`src/rtl/pulse_iso_pkg.sv`:
```
package pulse_iso_pkg;

  // Strobe pair carried on one lane of the link.
  typedef struct packed {
    logic set;
    logic clr;
  } strobe_t;

  // Width of a counter that must hold the values 0..limit-1.
  function automatic int cnt_bits(input int limit);
    return (limit < 2) ? 1 : $clog2(limit);
  endfunction

endpackage

```
`src/rtl/pulse_iso_encoder.sv`:
```
module pulse_iso_encoder #(
  parameter int REFRESH_CYCLES = 200
) (
  input  logic clk,
  input  logic rst,
  input  logic pwr_good_i,
  input  logic lvl_i,
  output logic set_o,
  output logic clr_o
);
  import pulse_iso_pkg::*;

  localparam int CW = cnt_bits(REFRESH_CYCLES);
  localparam logic [CW-1:0] LAST = CW'(REFRESH_CYCLES - 1);

  logic [CW-1:0] since_q;
  logic          prev_q;
  logic          fresh_q;   // first powered cycle pending
  logic          level_moved;
  logic          refresh_due;
  logic          send_now;

  assign level_moved = (lvl_i != prev_q) && !fresh_q;
  assign refresh_due = (since_q == LAST);
  assign send_now    = fresh_q || level_moved || refresh_due;

  always_ff @(posedge clk) begin
    if (rst) begin
      since_q <= '0;
      prev_q  <= 1'b0;
      fresh_q <= 1'b1;
      set_o   <= 1'b0;
      clr_o   <= 1'b0;
    end else begin
      prev_q <= lvl_i;
      set_o  <= 1'b0;
      clr_o  <= 1'b0;
      if (!pwr_good_i) begin
        since_q <= '0;
        fresh_q <= 1'b1;
      end else if (send_now) begin
        set_o   <= lvl_i;
        clr_o   <= !lvl_i;
        since_q <= '0;
        fresh_q <= 1'b0;
      end else begin
        since_q <= since_q + 1'b1;
      end
    end
  end

  p_rise_sets_r1: assert property (@(posedge clk) disable iff (rst)
    (pwr_good_i && !fresh_q && lvl_i && !prev_q) |=> (set_o && !clr_o));

  p_fall_clears_r1: assert property (@(posedge clk) disable iff (rst)
    (pwr_good_i && !fresh_q && !lvl_i && prev_q) |=> (clr_o && !set_o));

  p_silent_unpowered_r5: assert property (@(posedge clk) disable iff (rst)
    !pwr_good_i |=> (!set_o && !clr_o));

  p_wakeup_refresh_r4: assert property (@(posedge clk) disable iff (rst)
    (pwr_good_i && fresh_q) |=> (set_o || clr_o));

  p_exclusive_r9: assert property (@(posedge clk) disable iff (rst)
    !(set_o && clr_o));

endmodule

```
`src/rtl/pulse_iso_decoder.sv`:
```
module pulse_iso_decoder #(
  parameter int   TIMEOUT_CYCLES = 1000,
  parameter logic DEFAULT_LEVEL  = 1'b1
) (
  input  logic clk,
  input  logic rst,
  input  logic set_i,
  input  logic clr_i,
  output logic lvl_o,
  output logic fault_o
);
  import pulse_iso_pkg::*;

  localparam int CW = cnt_bits(TIMEOUT_CYCLES);
  localparam logic [CW-1:0] LAST = CW'(TIMEOUT_CYCLES - 1);

  strobe_t       rx;
  logic [CW-1:0] quiet_q;
  logic          expired;

  assign rx      = '{set: set_i, clr: clr_i};
  assign expired = (quiet_q == LAST);

  always_ff @(posedge clk) begin
    if (rst) begin
      lvl_o   <= DEFAULT_LEVEL;
      quiet_q <= '0;
      fault_o <= 1'b0;
    end else begin
      unique case ({rx.set, rx.clr})
        2'b11: begin
          fault_o <= 1'b1;
          if (!expired) quiet_q <= quiet_q + 1'b1;
        end
        2'b10, 2'b01: begin
          lvl_o   <= rx.set;
          quiet_q <= '0;
        end
        default: begin
          if (expired) lvl_o <= DEFAULT_LEVEL;
          else         quiet_q <= quiet_q + 1'b1;
        end
      endcase
    end
  end

  p_set_drives_high_r2: assert property (@(posedge clk) disable iff (rst)
    (set_i && !clr_i) |=> lvl_o);

  p_clr_drives_low_r2: assert property (@(posedge clk) disable iff (rst)
    (clr_i && !set_i) |=> !lvl_o);

  p_starved_default_r6: assert property (@(posedge clk) disable iff (rst)
    (expired && !set_i && !clr_i) |=> (lvl_o == DEFAULT_LEVEL));

  p_collision_holds_r8: assert property (@(posedge clk) disable iff (rst)
    (set_i && clr_i) |=> ($stable(lvl_o) && fault_o));

  p_fault_sticky_r8: assert property (@(posedge clk) disable iff (rst)
    fault_o |=> fault_o);

endmodule

```
`src/rtl/pulse_iso_channel.sv`:
```
module pulse_iso_channel #(
  parameter int             LANES          = 2,
  parameter int             REFRESH_CYCLES = 200,
  parameter int             TIMEOUT_CYCLES = 1000,
  parameter logic [LANES-1:0] DEFAULT_LEVELS = 2'b01
) (
  input  logic             clk,
  input  logic             rst,
  input  logic             tx_pwr_good,
  input  logic [LANES-1:0] tx_level,
  output logic [LANES-1:0] tx_set_strb,
  output logic [LANES-1:0] tx_clr_strb,
  input  logic [LANES-1:0] rx_set_strb,
  input  logic [LANES-1:0] rx_clr_strb,
  output logic [LANES-1:0] rx_level,
  output logic [LANES-1:0] rx_fault
);

  initial begin
    a_interval_order_r6: assert (TIMEOUT_CYCLES > REFRESH_CYCLES && REFRESH_CYCLES >= 2);
  end

  for (genvar g = 0; g < LANES; g++) begin : g_lane
    pulse_iso_encoder #(
      .REFRESH_CYCLES(REFRESH_CYCLES)
    ) u_enc (
      .clk        (clk),
      .rst        (rst),
      .pwr_good_i (tx_pwr_good),
      .lvl_i      (tx_level[g]),
      .set_o      (tx_set_strb[g]),
      .clr_o      (tx_clr_strb[g])
    );

    pulse_iso_decoder #(
      .TIMEOUT_CYCLES(TIMEOUT_CYCLES),
      .DEFAULT_LEVEL (DEFAULT_LEVELS[g])
    ) u_dec (
      .clk     (clk),
      .rst     (rst),
      .set_i   (rx_set_strb[g]),
      .clr_i   (rx_clr_strb[g]),
      .lvl_o   (rx_level[g]),
      .fault_o (rx_fault[g])
    );
  end

endmodule

```
`config.mk`:
```
export PLATFORM = sky130hd
export DESIGN_NAME = pulse_iso_channel
export DESIGN_NICKNAME = d
export VERILOG_FILES = /design/src/rtl/pulse_iso_pkg.sv /design/src/rtl/pulse_iso_encoder.sv /design/src/rtl/pulse_iso_decoder.sv /design/src/rtl/pulse_iso_channel.sv
export SDC_FILE = /design/constraint.sdc
export NUM_CORES = 1
export LEC_CHECK = 0
export BUFFER_PORTS_ARGS = -buffer_cell sky130_fd_sc_hd__buf_2
export CAP_MARGIN = 5
export CELL_PAD_IN_SITES_DETAIL_PLACEMENT = 0
export CELL_PAD_IN_SITES_GLOBAL_PLACEMENT = 1
export CORE_MARGIN = 3
export CORE_UTILIZATION = 40
export DETAILED_ROUTE_END_ITERATION = 10
export HOLD_SLACK_MARGIN = 0.05
export PLACE_DENSITY = 0.74
export SLEW_MARGIN = 20
export SYNTH_ARGS = -nofsm -noshare
export SYNTH_HDL_FRONTEND = slang
export SYNTH_HIERARCHICAL = 1
export SYNTH_SLANG_ARGS = --single-unit
export TNS_END_PERCENT = 30
```
`constraint.sdc`:
```
create_clock -name clk -period 1.52 [get_ports clk]
set_clock_uncertainty 0.15 [all_clocks]
set_input_delay 0.152 -clock clk [delete_from_list [all_inputs] [get_ports clk]]
set_output_delay 0.152 -clock clk [all_outputs]
set_load 0.02 [all_outputs]
```
**Word level (Yosys, flattened, before mapping)**

Cells that the tools add are included.

- Bits in registers: 48
- Bits of input ports: 9
- Output and inout bits: 8
- Logic and storage cells: 64

- Add/sub/neg operators: 4
- Equality and inequality tests: 12
- Multiplexer cells: 4
- Bitwise operators: 5
- Reduce and logical (&&, ||, !) cells: 23

Operators with widths:

| cell | count |
|---|---|
| $add 10x1->10 const B | 2 |
| $eq 10x10->1 const B | 2 |
| $reduce_or 3->1 | 6 |
| $add 8x1->8 const B | 2 |
| $eq 8x8->1 const B | 2 |
| $eq 2x2->1 const B | 4 |
| $reduce_or 2->1 | 3 |
| $not 1->1 | 5 |
| $eq 2x1->1 const B | 2 |
| $logic_not 1->1 | 4 |
| $logic_or 1x1->1 | 4 |
| $pmux 1 s2 | 2 |
| $reduce_and 2->1 | 2 |
| $reduce_bool 2->1 | 2 |
| $logic_and 1x1->1 | 2 |
| $mux 1 | 2 |
| $ne 1x1->1 | 2 |

**Logic depth before layout (Yosys ltp)**

- Word-level depth: 6
- Gate-level depth with buffers: 6

**By module**

Netlist, hierarchy kept.

By module, submodules not included:

| module | instances | cells an instance | area each (sq um) |
|---|---|---|---|
| pulse_iso_encoder | 2 | 47 | 489.2 |
| pulse_iso_decoder at g_lane[0].u_dec | 1 | 73 | 646.9 |
| pulse_iso_decoder at g_lane[1].u_dec | 1 | 70 | 628.1 |

**Least setup slack after synthesis**

OpenSTA, ideal clock, no wires.

- Path kind: reg2reg
- Start point: register g_lane[0].u_enc.since_q[0]
- End point: register g_lane[0].u_enc.set_o
- Library setup time: 117 ps
- Arrival time: 1341 ps
- Data required time: 1253 ps
- Setup slack: -87 ps
- Stages on the path, launching flop included: 6
- Period minus slack after synthesis: 1607 ps
- Path through: dfxtp_1 > ha_1 > and4_1 > a211o_1 > buf_6 > and4b_1

- Longest elaborated chain between the ends: 4

RTL lines:

| item | line | RTL |
|---|---|---|
| start, declared | pulse_iso_encoder.sv:16 | `logic [CW-1:0] since_q;` |
| start signal, assigned | pulse_iso_encoder.sv:47 | `since_q <= since_q + 1'b1;` |
| $eq 8x8->1 | pulse_iso_encoder.sv:24 | `assign refresh_due = (since_q == LAST);` |
| $logic_or 1x1->1 | pulse_iso_encoder.sv:25 | `assign send_now = fresh_q \|\| level_moved \|\| refresh_due;` |
| $not 1->1 (no source line) | -- |  |
| $reduce_or 3->1 (no source line) | -- |  |
| end signal, assigned | pulse_iso_encoder.sv:42 | `set_o <= lvl_i;` |
| end, declared | pulse_iso_encoder.sv:8 | `output logic set_o,` |

Every way passes these cells.
A chain may end at the register's enable or synchronous reset.

**Final worst setup path**

- Start point: input port tx_level[1]
- End point: register g_lane[1].u_enc.set_o

- Longest elaborated chain between the ends: 6

RTL lines:

| item | line | RTL |
|---|---|---|
| start, declared | pulse_iso_channel.sv:10 | `input logic [LANES-1:0] tx_level,` |
| $ne 1x1->1 | pulse_iso_encoder.sv:23 | `assign level_moved = (lvl_i != prev_q) && !fresh_q;` |
| $logic_and 1x1->1 | pulse_iso_encoder.sv:23 |  |
| $logic_or 1x1->1 (2 in series) | pulse_iso_encoder.sv:25 |  |
| $not 1->1 (no source line) | -- |  |
| $reduce_or 3->1 (no source line) | -- |  |
| end signal, assigned | pulse_iso_encoder.sv:42 |  |
| end, declared | pulse_iso_encoder.sv:8 |  |

Several ways; a longest one is shown, not always the timed one.

==> qor.yml <==
status:
  status: "complete, no violations"
logic_synthesis:
  syn_nets: 257
  yosysTopAreaCell: "dfxtp_1"
  synth_edf_count: 0
  synth.area.top_cells: "dfxtp_1 43%, ha_1 6.1%, nor3_1 4.2%, or3_1 3.6%, a211oi_2 3.3%"
  yosys_warnings: 6
  yosysMostFrequentCell: "dfxtp_1"
  synth.distinct_cells: 44
  ys.flop_type: "dfxtp_1"
  netlist_instances: 237
  synth_common_cells: "48 x dfxtp_1, 19 x nor3_1, 14 x nand2_1, 13 x o21ai_0, 13 x or3_1"
  async_reset_ff_frac: 0
  syn_area_per_cell_um2: 9.51
  yosysSeqAreaShare: 0.426
  synth-seq-cells: 48
  yosys.area.top_type_share: 0.426
  syn-cell-area_um2: 2250
placement:
  dp_slack_ns: -0.123
  place.gp.congestion: 0.770
  io_buffers: 16
  dpl.cell_count: 347
  hpwl_um: 3280
sta:
  finalHoldViolCount: 0
  setup_viol: 0
  rsz0062_at_grt: "true"
  max_slew.worst_pin.slew_ns: 0.496
  finalHoldWorstSlack_ns: 0.0647
  slew_headroom: 0.669
  timing.final.ws_setup_ns: 0.000855
  post-route-min-period_ns: 1.52
  period_share: 0.999
  maxSlewViolCount: 0
  tns_ns: 0
  fmax_mhz: 658
routing:
  vias_per_cell: 5.40
  drt_iter0_markers: 46
  drcViolationCount: 0
  maxUsedRoutingLayer: "met4"
  vias: 1938
  drt_first_pass_iters: 6
  ant_nets: 0
  wl_per_cell_um: 12.8
  route.met2.wl_um: 2100
  wl_met3_um: 154
  wirelength_um: 4600
  drt-met1-wl_um: 2270
worst_setup_path:
  cp_slowest_stage_delay_ns: 0.53
  endpoint_kind: "flop"
  start_kind: "input pin"
  crit_family: "buffers and inverters"
  timing_worst_setup_path_type: "input pin to flop"
  arrival_ns: 1.56
  crit_path_max_fanout: 5
  critical_path_buf_inv_count: 2
  critPathSlowestCell: "dlygate4sd3_1"
  crit_chain: "dlygate4sd3_1 > buf_2 > xor2_1 > a211o_4 > and4b_1"
  critPathRequiredTime_ns: 1.56
power:
  ir_worst_vdd_mv: 0.313
  power_leakage_nw: 1.01
  total_power_mw: 2.31
  power.density_nw_per_um2: 818
final_layout:
  synthToLayoutAreaGrowth_pct: 25.4
  instances_no_fill: 359
  antenna_cells: 0
  final_net_count: 308
  drive_above_1_share: 0.298
clocking:
  clk_pin_slew_ns: 0.09
  cts_buffers: 5
  htree_num_levels: 2
  root_buffer: "clkbuf_8"
  cts_tree: "built"
  cts_num_sinks: 48
  clock_path_buffers: 2
  clock_latency_ns: 0.30
  postCtsSetupBuffers: 0
global_route:
  grt_start_max_net_pins: 16
  grt_pass1_vias: 1772
  grt_overflow: 0
  grt_use_total: 0.148
  antenna_found_initial: 0
  grt_pass1_wl_um: 7680
floorplanning:
  die_w_um: 81.1
  die_y_um: 81.1
  die_area_um2: 6570
  ios: 17
  start_util: 0.428
  row_count: 26
  coreArea_um2: 5270
hold_path:
  hold_class: "input pin to flop"
flow_run:
  max_cap_violations: 0
registers in the layout, indices dropped and copies added (netlist names):
name and cells:
g_lane.u_dec/fault_o 2, g_lane.u_dec/lvl_o 2, g_lane.u_dec/quiet_q 20, g_lane.u_enc/clr_o 2
g_lane.u_enc/fresh_q 2, g_lane.u_enc/prev_q 2, g_lane.u_enc/set_o 2, g_lane.u_enc/since_q 16
cells by family (layout without fill, tap and decap cells):
kind of cell / Yosys count / count (layout) / synth area share
AND/OR/NAND/NOR: 104 / 104 / 0.282
flip-flops: 48 / 48 / 0.426
AO/OA/AOI/OAI: 47 / 48 / 0.148
buffers and inverters: 15 / 66 / 0.0350
adder cells (fa/ha/maj): 11 / 11 / 0.0611
XOR/XNOR: 10 / 10 / 0.0389
multiplexers: 2 / 2 / 0.00888
final timing paths:
kind / slack, ns / startpoint / to / cells after the start
max: 0.0009 / tx_level[1] / g_lane[1].u_enc/set_o$_SDFF_PP0_ / 5
min: 0.06 / rst / g_lane[1].u_dec/quiet_q[2]$_SDFFE_PP0P_ / 4
max reg2reg: 0.02 / g_lane[0].u_enc/since_q[1]$_SDFF_PP0_ / g_lane[0].u_enc/since_q[2]$_SDFF_PP0_ / 5
min reg2reg: 0.32 / g_lane[1].u_dec/fault_o$_SDFFE_PP0N_ / g_lane[1].u_dec/fault_o$_SDFFE_PP0N_ / 2
metrics by stage:
step | utilization | instance area (µm²)
2_1_floorplan | - | 2260
3_3_place_gp | 0.495 | 2610
3_5_place_dp | 0.495 | 2610
4_1_cts | 0.522 | 2750
5_1_grt | 0.536 | 2830
6_report | 0.536 | 2830
layout make-up:
| class | count | area [µm²] |
|---|---|---|
| clock buffers | 6 | 82.6 |
| inverters | 9 | 33.8 |
| multi-input cells | 175 | 1290 |
| fillers | 491 | 2440 |
| flip-flops and latches | 48 | 972 |
| well taps | 70 | 87.6 |
| repair buffers | 49 | 339 |
| clock inverters | 2 | 15.0 |
routing by layer:
| metal | track usage | vias to the layer above |
|---|---|---|
| li1 | - | 993 |
| met1 | 0.192 | 903 |
| met2 | 0.241 | 37 |
| met3 | 0.0266 | 5 |
| met4 | 0.0659 | 0 |
| met5 | 0 | - |
placed cells by master, fill, tap and decap left out, types with 8 or more instances in the layout:
cell type / instances
buf_2: 16
a21oi_1: 8
nor3_1: 17
nand3_1: 10
buf_4: 29
dfxtp_1: 39
nand2_1: 14
o21ai_0: 13
xor2_1: 8
or3_1: 13
inv_1: 9
dfxtp_2: 9
where the power goes:
group,internal [mW],leakage (nW),total (mW),switching [mW]
registers,1.29,0.394,1.31,0.0203
clock network,0.369,0.0434,0.805,0.436
logic,0.0912,0.569,0.201,0.110
total,1.75,1.01,2.31,0.566
tightest hold or removal path: cells and delay by family:
kind	cells	cell delay (ns)
AO/OA/AOI/OAI	2	0.10
buffers and inverters	1	0.15
AND/OR/NAND/NOR	1	0.08
repair_timing:
action / 4_1_cts / 5_1_grt
gates cloned: 0 / 1
resized for setup: 6 / 16
hold endpoints to repair: 6 / 0
pin swaps: 1 / 3
endpoints found under the setup margin: 10 / 21
hold buffers: 3 / 0
Note: power is estimated with default switching activity, not from simulation.
